### src/rtl/pk_pkg.sv
package pk_pkg;

  typedef enum logic [1:0] {
    PK_IDLE = 2'd0,
    PK_HDRA = 2'd1,
    PK_HDRB = 2'd2,
    PK_BODY = 2'd3
  } pk_state_e;

endpackage

### src/rtl/pk_ring.sv
module pk_ring #(
  parameter int AW = 8,
  localparam int DEPTH = 1 << AW,
  localparam int CW = AW + 1
) (
  input  logic          clk,
  input  logic          rst_n,
  input  logic          wr_en,
  input  logic [7:0]    wr_data,
  input  logic          rd_en,
  output logic [7:0]    rd_data,
  output logic [CW-1:0] fill,
  output logic          drop
);

  logic [7:0]    mem_q [DEPTH];
  logic [AW-1:0] wr_ptr_q, wr_ptr_d;
  logic [AW-1:0] rd_ptr_q, rd_ptr_d;
  logic [CW-1:0] fill_q, fill_d;
  logic          full;
  logic          wr_ok;

  assign full  = (fill_q == CW'(DEPTH));
  assign wr_ok = wr_en & ~full;
  assign drop  = wr_en & full;

  always_comb begin
    wr_ptr_d = wr_ptr_q;
    rd_ptr_d = rd_ptr_q;
    fill_d   = fill_q;
    if (wr_ok) begin
      wr_ptr_d = wr_ptr_q + AW'(1);
    end
    if (rd_en) begin
      rd_ptr_d = rd_ptr_q + AW'(1);
    end
    case ({wr_ok, rd_en})
      2'b10:   fill_d = fill_q + CW'(1);
      2'b01:   fill_d = fill_q - CW'(1);
      default: fill_d = fill_q;
    endcase
  end

  always_ff @(posedge clk or negedge rst_n) begin
    if (!rst_n) begin
      wr_ptr_q <= '0;
      rd_ptr_q <= '0;
      fill_q   <= '0;
    end else begin
      wr_ptr_q <= wr_ptr_d;
      rd_ptr_q <= rd_ptr_d;
      fill_q   <= fill_d;
    end
  end

  always_ff @(posedge clk) begin
    if (wr_ok) begin
      mem_q[wr_ptr_q] <= wr_data;
    end
  end

  assign rd_data = mem_q[rd_ptr_q];
  assign fill    = fill_q;

endmodule

### src/rtl/pk_tick.sv
module pk_tick #(
  parameter int PERIOD = 480000,
  localparam int TW = (PERIOD > 1) ? $clog2(PERIOD) : 1
) (
  input  logic clk,
  input  logic rst_n,
  output logic tick
);

  logic [TW-1:0] cnt_q, cnt_d;
  logic          wrap;

  assign wrap = (cnt_q == TW'(PERIOD - 1));

  always_comb begin
    cnt_d = wrap ? '0 : cnt_q + TW'(1);
  end

  always_ff @(posedge clk or negedge rst_n) begin
    if (!rst_n) begin
      cnt_q <= '0;
    end else begin
      cnt_q <= cnt_d;
    end
  end

  assign tick = wrap;

endmodule

### src/rtl/pk_former.sv
module pk_former
  import pk_pkg::*;
#(
  parameter int        CW      = 9,
  parameter int        MAX_PAY = 62,
  parameter logic [7:0] HDR_A  = 8'h31,
  parameter logic [7:0] HDR_B  = 8'h60,
  localparam int LW = $clog2(MAX_PAY + 1)
) (
  input  logic          clk,
  input  logic          rst_n,
  input  logic          link_busy,
  input  logic [CW-1:0] fill,
  input  logic          ka_pending,
  input  logic [7:0]    rd_data,
  input  logic          pkt_ready,
  output logic          pkt_valid,
  output logic [7:0]    pkt_data,
  output logic          pkt_last,
  output logic          rd_en,
  output logic          ka_take,
  output logic          data_done
);

  pk_state_e     state_q, state_d;
  logic [LW-1:0] left_q, left_d;
  logic [LW-1:0] grab;

  // payload size frozen at packet start
  assign grab = (fill > CW'(MAX_PAY)) ? LW'(MAX_PAY) : fill[LW-1:0];

  always_comb begin
    state_d   = state_q;
    left_d    = left_q;
    pkt_valid = 1'b0;
    pkt_data  = 8'h00;
    pkt_last  = 1'b0;
    rd_en     = 1'b0;
    ka_take   = 1'b0;
    data_done = 1'b0;
    case (state_q)
      PK_IDLE: begin
        if (!link_busy) begin
          if (fill != '0) begin
            left_d  = grab;
            state_d = PK_HDRA;
          end else if (ka_pending) begin
            left_d  = '0;
            ka_take = 1'b1;
            state_d = PK_HDRA;
          end
        end
      end
      PK_HDRA: begin
        pkt_valid = 1'b1;
        pkt_data  = HDR_A;
        if (pkt_ready) begin
          state_d = PK_HDRB;
        end
      end
      PK_HDRB: begin
        pkt_valid = 1'b1;
        pkt_data  = HDR_B;
        pkt_last  = (left_q == '0);
        if (pkt_ready) begin
          state_d = (left_q == '0) ? PK_IDLE : PK_BODY;
        end
      end
      PK_BODY: begin
        pkt_valid = 1'b1;
        pkt_data  = rd_data;
        pkt_last  = (left_q == LW'(1));
        if (pkt_ready) begin
          rd_en  = 1'b1;
          left_d = left_q - LW'(1);
          if (left_q == LW'(1)) begin
            data_done = 1'b1;
            state_d   = PK_IDLE;
          end
        end
      end
      default: state_d = PK_IDLE;
    endcase
  end

  always_ff @(posedge clk or negedge rst_n) begin
    if (!rst_n) begin
      state_q <= PK_IDLE;
      left_q  <= '0;
    end else begin
      state_q <= state_d;
      left_q  <= left_d;
    end
  end

endmodule

### src/rtl/pk_response_packetizer.sv
module pk_response_packetizer #(
  parameter int         CLK_HZ   = 48000000,
  parameter int         TICK_HZ  = 100,
  parameter int         AW       = 8,
  parameter int         MAX_PAY  = 62,
  parameter int         HEADROOM = 63,
  parameter logic [7:0] HDR_A    = 8'h31,
  parameter logic [7:0] HDR_B    = 8'h60
) (
  input  logic       clk,
  input  logic       rst_n,
  input  logic       in_valid,
  input  logic [7:0] in_data,
  input  logic       link_busy,
  input  logic       pkt_ready,
  output logic       pkt_valid,
  output logic [7:0] pkt_data,
  output logic       pkt_last,
  output logic       accept_more,
  output logic       overflow
);

  localparam int DEPTH  = 1 << AW;
  localparam int CW     = AW + 1;
  localparam int PERIOD = CLK_HZ / TICK_HZ;
  localparam logic [CW-1:0] THRESH = CW'(DEPTH - HEADROOM);

  logic [7:0]    rd_data;
  logic [CW-1:0] fill;
  logic          rd_en;
  logic          drop;
  logic          tick;
  logic          ka_take;
  logic          data_done;
  logic          ka_q, ka_d;
  logic          ovf_q, ovf_d;

  pk_ring #(.AW(AW)) u_ring (
    .clk     (clk),
    .rst_n   (rst_n),
    .wr_en   (in_valid),
    .wr_data (in_data),
    .rd_en   (rd_en),
    .rd_data (rd_data),
    .fill    (fill),
    .drop    (drop)
  );

  pk_tick #(.PERIOD(PERIOD)) u_tick (
    .clk   (clk),
    .rst_n (rst_n),
    .tick  (tick)
  );

  pk_former #(
    .CW      (CW),
    .MAX_PAY (MAX_PAY),
    .HDR_A   (HDR_A),
    .HDR_B   (HDR_B)
  ) u_former (
    .clk        (clk),
    .rst_n      (rst_n),
    .link_busy  (link_busy),
    .fill       (fill),
    .ka_pending (ka_q),
    .rd_data    (rd_data),
    .pkt_ready  (pkt_ready),
    .pkt_valid  (pkt_valid),
    .pkt_data   (pkt_data),
    .pkt_last   (pkt_last),
    .rd_en      (rd_en),
    .ka_take    (ka_take),
    .data_done  (data_done)
  );

  // a fresh request (tick or finished data packet) outranks a take
  always_comb begin
    ka_d  = tick | data_done | (ka_q & ~ka_take);
    ovf_d = ovf_q | drop;
  end

  always_ff @(posedge clk or negedge rst_n) begin
    if (!rst_n) begin
      ka_q  <= 1'b0;
      ovf_q <= 1'b0;
    end else begin
      ka_q  <= ka_d;
      ovf_q <= ovf_d;
    end
  end

  assign accept_more = (fill < THRESH);
  assign overflow    = ovf_q;

endmodule

### config.mk
export PLATFORM = sky130hd
export DESIGN_NAME = pk_response_packetizer
export DESIGN_NICKNAME = d
export VERILOG_FILES = /design/src/rtl/pk_pkg.sv /design/src/rtl/pk_ring.sv /design/src/rtl/pk_tick.sv /design/src/rtl/pk_former.sv /design/src/rtl/pk_response_packetizer.sv
export SDC_FILE = /design/constraint.sdc
export NUM_CORES = 2
export LEC_CHECK = 0
export ABC_AREA = 1
export BUFFER_PORTS_ARGS = -buffer_cell sky130_fd_sc_hd__buf_2
export CAP_MARGIN = 20
export CORE_MARGIN = 2
export CORE_UTILIZATION = 40
export DETAILED_ROUTE_END_ITERATION = 10
export HOLD_SLACK_MARGIN = 0.05
export PLACE_DENSITY_LB_ADDON = 0.25
export SKIP_CTS_REPAIR_TIMING = 1
export SKIP_LAST_GASP = 1
export SLEW_MARGIN = 5
export SYNTH_ARGS = -nofsm -noshare
export SYNTH_HDL_FRONTEND = slang
export SYNTH_SLANG_ARGS = --single-unit
### constraint.sdc
create_clock -name clk -period 3.3 [get_ports clk]
set_clock_uncertainty 0.1 [all_clocks]
set_input_delay 0.33 -clock clk [delete_from_list [all_inputs] [get_ports clk]]
set_output_delay 0.33 -clock clk [all_outputs]
set_load 0.05 [all_outputs]
# --- Word-level counts from Yosys, hierarchy flattened ---
# Memories as Yosys holds them, arrays and structs flattened.
# Index checks and enable logic that the tools add are counted.
op_classes:
  addsub: 6
  mul: 0
  div_mod_pow: 0
  magnitude_cmp: 2
  eq_ne: 14
  shifts: 0
  n_mux: 31
  bitwise: 8
  reduce_logical: 8
op_table:
  columns: ["cell", "n"]
  rows:
  - ["$mux W6", 5]
  - ["$pmux W8 S3", 1]
  - ["$add A19 B1 Y19 const B", 1]
  - ["$eq A19 B19 Y1 const B", 1]
  - ["$mux W19", 1]
  - ["$pmux W9 S2", 1]
  - ["$add A8 B1 Y8 const B", 2]
  - ["$mux W2", 8]
  - ["$mux W1", 12]
  - ["$pmux W6 S2", 1]
  - ["$add A9 B1 Y9 const B", 1]
  - ["$eq A9 B9 Y1 const B", 1]
  - ["$gt A9 B6 Y1 const B", 1]
  - ["$lt A9 B8 Y1 const B", 1]
  - ["$reduce_bool A9 Y1", 1]
  - ["$sub A9 B1 Y9 const B", 1]
  - ["$ne A2 B2 Y1 const B", 4]
  - ["$pmux W2 S4", 1]
  - ["$eq A2 B2 Y1 const B", 3]
  - ["$eq A6 B1 Y1 const B", 1]
  - ["$logic_not A6 Y1", 1]
  - ["$reduce_and A6 Y1", 1]
  - ["$sub A6 B1 Y6 const B", 1]
  - ["$eq A2 B1 Y1 const B", 2]
  - ["other kinds (10)", 16]
word_totals:
  ff_bits: 54
  latch_bits: 0
  mem_bits_rw: 2048
  romBits: 0
  in_bits: 13
  mem_count: 1
mem_list:
  columns: ["memory", "depth", "word_bits", "read_ports", "rd_ports_with_merged_regs", "write_ports", "line_no", "text"]
  rows:
  - ["u_ring.mem_q", 256, 8, 1, 0, 1, "pk_ring.sv:16", "logic [7:0] mem_q [DEPTH];"]

# --- Logic depth before layout (Yosys ltp) ---
logic_depth:
  depth_word: 7
  mapped_depth: 19
  mapped_depth_nobuf: 18

# --- Hierarchy ---
# A second synthesis with hierarchy kept.
hier_totals:
  hier_cells: 7930
  hier_area_um2: 88361.0
modules_own_cells:
  columns: ["mod", "instances", "cells_each", "area_per_inst_um2", "seq_area_each_um2"]
  rows:
  - ["pk_ring", 1, 7645, 86341.6, 62124.6]
  - ["pk_tick", 1, 135, 1074.8, 475.5]
  - ["pk_former", 1, 137, 843.3, 200.2]
  - ["pk_response_packetizer", 1, 13, 101.3, 50.0]

# --- Worst setup path after synthesis ---
# No wires, ideal clock.
synth_path:
  path_kind: "reg-to-reg"
  from: "reg u_ring.fill_q[1] (netlist: u_ring.fill[1])"
  to: "reg u_ring.fill_q[6] (netlist: u_ring.fill[6])"
  t_arrival_ns: 2.700
  required_time_ns: 3.082
  slack_ns: 0.382
  stages_incl_launch_ff: 19
  path_cell_list: "dfrtp_1 > clkbuf_1 > nor4_1 > nand4_1 > nand2_1 > ha_1 > buf_2 > xnor2_1 > inv_1 > ha_1 > a21oi_1 > o21a_1 > o21ai_0 > nand2_1 > nand2_1 > nand2_1 > a21o_1 > nand3_1 > nand2_1"
synth_between:
  elab_chain_cells: 5
synth_lines:
  columns: ["element", "line_no", "text"]
  rows:
  - ["from (decl)", "pk_ring.sv:19", "logic [CW-1:0] fill_q, fill_d;"]
  - ["from (signal assigned)", "pk_ring.sv:52", "fill_q <= fill_d;"]
  - ["branches (longest 5 deep; another with $sub A9 B1 Y9)", null, null]
# Parallel ways; which one is timed is not known.
# A chain may end at the register's enable or synchronous reset.

# --- Worst setup path after layout ---
layout_path:
  from: "reg u_ring.rd_ptr_q[0]"
  to: "out pkt_data[1]"
layout_between:
  elab_chain_cells: 2
layout_lines:
  columns: ["element", "line_no", "text"]
  rows:
  - ["from (decl)", "pk_ring.sv:18", "logic [AW-1:0] rd_ptr_q, rd_ptr_d;"]
  - ["from (signal assigned)", "pk_ring.sv:51", "rd_ptr_q <= rd_ptr_d;"]
  - ["$mem_v2 Z256 W8", null, null]
  - ["$pmux W8 S3", "pk_former.sv:41", "case (state_q)"]
  - ["to (decl)", "pk_response_packetizer.sv:17", "output logic [7:0] pkt_data,"]
# No other way between the ends.

==> impl_results.html <==
<table>
<tr><th>Metric</th><th>Value</th></tr>
<tr><th colspan="2">Synthesis</th></tr>
<tr><td>Post-synthesis instance total</td><td>7674</td></tr>
<tr><td>Share of the synthesized area in the top cell type</td><td>0.703</td></tr>
<tr><td>Post-Syn Area per Cell</td><td>between 10 and 15 µm²</td></tr>
<tr><td>Number of synthesized flops with an enable pin</td><td>just over 2k</td></tr>
<tr><td>Synthesis-stage register bit count</td><td>2102</td></tr>
<tr><td>Post-Synthesis Net Count</td><td>7703</td></tr>
<tr><td>Ys async rst share</td><td>0.0257</td></tr>
<tr><td>Synth Cell Area</td><td>slightly below 90000 µm²</td></tr>
<tr><td>Total of warnings raised by yosys</td><td>0</td></tr>
<tr><td>Cells taking the most area after synthesis</td><td>edfxtp_1 70%, nand2_1 8.6%, nor2_1 4.5%</td></tr>
<tr><td>Largest area contributor in the synthesized netlist</td><td>edfxtp_1</td></tr>
<tr><td>Distinct cells, synth</td><td>43</td></tr>
<tr><td>Most used flip-flop cell after synthesis</td><td>edfxtp_1</td></tr>
<tr><td>Sequential area share after synthesis</td><td>0.718</td></tr>
<tr><th colspan="2">Global routing</th></tr>
<tr><td>Pin count of the biggest net entering global routing</td><td>102</td></tr>
<tr><td>First-pass GRT wire length</td><td>377 mm</td></tr>
<tr><td>Overflow left after global routing</td><td>0</td></tr>
<tr><td>Total global-route track usage</td><td>0.226</td></tr>
<tr><td>Via count of the first global-routing pass</td><td>a little under 60k</td></tr>
<tr><td>Initial antenna violation count</td><td>7</td></tr>
<tr><th colspan="2">Setup path</th></tr>
<tr><td>Endpoint arrival time on the critical path</td><td>3.78 ns</td></tr>
<tr><td>Required @ worst endpoint</td><td>2.87 ns</td></tr>
<tr><td>Crit path top cell by count</td><td>nand2_1</td></tr>
<tr><td>CP peak stage delay</td><td>roughly 0.55 ns</td></tr>
<tr><td>Cell with the largest stage delay on the worst path</td><td>dfrtp_4</td></tr>
<tr><td>Critical path start-end classification</td><td>reg -&gt; out</td></tr>
<tr><td>Crit path capture type</td><td>output pin</td></tr>
<tr><td>Worst Reg2Reg Path Length in Cells</td><td>9</td></tr>
<tr><td>Max FO, Critical Path</td><td>8</td></tr>
<tr><td>CP Launch Type</td><td>flip-flop</td></tr>
<tr><td>Cells along the critical path</td><td>buf_12, buf_16, buf_16, buf_4, o21ai_0, o22ai_1, nand2_1, nand2_1, nand3_1, nand2_2, nand2_1, nand2_1, nand3_1, a21oi_2, buf_4, buf_6</td></tr>
<tr><th colspan="2">STA</th></tr>
<tr><td>Number of pins exceeding their max-slew limit in the final report</td><td>0</td></tr>
<tr><td>Unrepaired setup endpoints after global routing</td><td>yes</td></tr>
<tr><td>Tightest Pin Transition</td><td>0.967 ns</td></tr>
<tr><td>Minimum clock period</td><td>~4.2 ns</td></tr>
<tr><td>Setup-failing EPs final</td><td>8</td></tr>
<tr><td>Fin crit share</td><td>1.27</td></tr>
<tr><td>Final Hold Violating Endpoints</td><td>0</td></tr>
<tr><td>Final-layout setup total negative slack</td><td>-6.86 ns</td></tr>
<tr><td>Post-route worst setup slack</td><td>-0.906 ns</td></tr>
<tr><td>FMAX</td><td>238 MHz</td></tr>
<tr><td>Relative slew slack</td><td>0.353</td></tr>
<tr><th colspan="2">Placed design</th></tr>
<tr><td>Number of buffers inserted by port buffering</td><td>24</td></tr>
<tr><td>HPWL after detailed placement</td><td>158 mm</td></tr>
<tr><td>Inst Count DP</td><td>about 11k</td></tr>
<tr><td>Worst slack at placement</td><td>-0.444 ns</td></tr>
<tr><td>Final weighted congestion of routability-driven global placement</td><td>0.916</td></tr>
<tr><th colspan="2">Layout</th></tr>
<tr><td>Count of placed standard cells in the final layout, fillers left out</td><td>11.0k</td></tr>
<tr><td>Layout cells sized above 1</td><td>0.118</td></tr>
<tr><td>Layout filler cell count</td><td>19.5k</td></tr>
<tr><td>Area growth from synthesis to layout</td><td>16.6%</td></tr>
<tr><td>Layout net count</td><td>8030</td></tr>
<tr><th colspan="2">Clock network</th></tr>
<tr><td>CTS sink count</td><td>2102</td></tr>
<tr><td>Clock transition at path regs</td><td>0.06 ns</td></tr>
<tr><td>Number of H-tree branching levels</td><td>4</td></tr>
<tr><td>CTS tree</td><td>done</td></tr>
<tr><td>Total CTS buffers</td><td>209</td></tr>
<tr><td>Skew-Pair Late Insertion Delay</td><td>0.86 ns</td></tr>
<tr><td>Max Buffers Root-to-Sink</td><td>3</td></tr>
<tr><td>Clock tree root buffer cell</td><td>clkbuf_16</td></tr>
<tr><th colspan="2">Routing</th></tr>
<tr><td>Number of vias per cell after detailed routing</td><td>5.40</td></tr>
<tr><td>Total number of vias</td><td>~60k</td></tr>
<tr><td>First-pass iteration count of the detailed router</td><td>5</td></tr>
<tr><td>WL per Instance</td><td>23.4 µm</td></tr>
<tr><td>Post-Route WL</td><td>258 mm</td></tr>
<tr><td># DRC</td><td>0</td></tr>
<tr><td>Final ANT Viol Nets</td><td>0</td></tr>
<tr><td>Number of design-rule violations left by the first detailed-router iteration</td><td>between 6k and 7k</td></tr>
<tr><th colspan="2">Run status</th></tr>
<tr><td>Failing checks</td><td>setup timing</td></tr>
<tr><td>Run status</td><td>complete, but fails checks</td></tr>
<tr><th colspan="2">Pwr</th></tr>
<tr><td>Power density over cell area</td><td>850 nW/µm²</td></tr>
<tr><td>Static Leakage</td><td>37.2 nW</td></tr>
<tr><td>Highest ir drop seen on vdd</td><td>around 0.68 mV</td></tr>
<tr><th colspan="2">Hold path</th></tr>
<tr><td>Path type of the worst min-delay path</td><td>in -&gt; async</td></tr>
<tr><th colspan="2">Floorplan</th></tr>
<tr><td>Overall die height</td><td>between 400 and 500 µm</td></tr>
<tr><td>Core Footprint</td><td>217000 µm²</td></tr>
<tr><td>Top-level I/O count</td><td>25</td></tr>
<tr><td>Die Width</td><td>roughly 470 µm</td></tr>
<tr><td>Effective utilization at floorplan</td><td>0.403</td></tr>
<tr><td>Row count</td><td>171</td></tr>
<tr><td>Die Footprint</td><td>223000 µm²</td></tr>
<tr><th colspan="2">Flow run</th></tr>
<tr><td>Maximum Capacitance Violations</td><td>0</td></tr>
</table>
## through the flow
step	instance area [µm²]	utilization	hold WS, ns	total power [mW]
6_report	102000	0.470	0.0624	86.8
5_1_grt	102000	0.470	0.113	90.7
4_1_cts	101000	0.463	-0.515	85.0
3_5_place_dp	94000	0.433	0.377	61.8
3_3_place_gp	94000	0.433	0.349	61.6
2_1_floorplan	87500	-	-0.0656	48.4
## sequential cells by signal (all words and copies together) (netlist names)
register / cells
u_ring.mem_q: 2048
ka_q: 1
u_ring.wr_ptr_q: 8
overflow: 1
u_ring.fill: 9
u_former.left_q: 6
u_former.state_q: 2
u_ring.rd_ptr_q: 8
u_tick.cnt_q: 19
## where the power goes
part           switching (mW)  total (mW)  internal [mW]
Clock                    10.3        23.4           13.1
Combinational            22.0        33.3           11.3
Sequential              0.388        30.1           29.7
## synthesized netlist by cell type, types with 9 or more instances
cell type  instances
edfxtp_1        2048
nand2_1         2015
nor2_1          1050
nand3_1          774
o21ai_0          400
inv_1            275
a21oi_1          231
buf_2            183
clkbuf_1         141
o211ai_1          89
buf_1             59
dfrtp_1           54
a21boi_0          52
o22ai_1           51
nor3_1            43
buf_6             42
buf_4             39
o21ai_1           21
xor2_1            18
ha_1              16
nand4_1           10
xnor2_1           10
or2_2              9
## cells by family after synthesis
kind of cell | after synthesis | synth area share
AOI/OAI and AO/OA | 859 | 0.0543
xor gates and xnor gates | 28 | 0.00280
adders and majority gates | 16 | 0.00229
buffers and inverters | 753 | 0.0412
DFF | 2102 | 0.718
and+or+nand+nor | 3916 | 0.181
## cells in the final DEF, fill, tap and decap left out, drive strengths merged, types with 16 or more instances in the layout
| master | n |
|---|---|
| nand3 | 777 |
| buf | 558 |
| a21boi | 52 |
| a21oi | 231 |
| o211ai | 89 |
| edfxtp | 2048 |
| dfrtp | 54 |
| inv | 279 |
| nor3 | 44 |
| o21ai | 421 |
| nor2 | 1050 |
| o22ai | 51 |
| ha | 16 |
| clkinv | 91 |
| nand2 | 2015 |
| xor2 | 18 |
| clkbuf | 289 |
## path summary, 6_finish.rpt
kind	start	endpoint	slack, ns
min	rst_n	u_former.left_q[4]	0.06
max in group asynchronous	rst_n	u_tick.cnt_q[5]	2.19
min reg2reg	u_tick.cnt_q[0]	u_tick.cnt_q[0]	0.38
max reg2reg	u_ring.fill[5]	u_ring.mem_q[211][5]	0.23
max	u_ring.rd_ptr_q[0]	pkt_data[1]	-0.91
min in group clk	in_valid	overflow	0.21
## worst max-delay path: cells and delay by family, from the launching register on
family / cells / cell delay, ns
DFF: 1 / 0.55
and+or+nand+nor: 7 / 0.83
AOI/OAI and AO/OA: 3 / 0.45
buffers and inverters: 6 / 1.07
## cell type report
cell class / count / area [µm²] / share of cell area
diodes: 2 / 5.00 / 0.0000490
clock buffers: 274 / 5600 / 0.0549
clock inverters: 110 / 1060 / 0.0104
inverters: 283 / 1130 / 0.0110
multi-input cells: 4819 / 21500 / 0.210
flip-flops and latches: 2102 / 62900 / 0.616
well taps: 2854 / 3570 / 0.0350
repair buffers: 586 / 6400 / 0.0627
## per-layer routing
metal  GRT usage  vias to the layer above  wire [µm]
met2       0.360                     2355     121000
met1       0.314                    29600     109000
met3      0.0374                      420      20000
met4      0.0763                        2       8910
met5           0                        -         13
li1            -                    27200          -
Note: power is estimated with default switching activity, not from simulation.
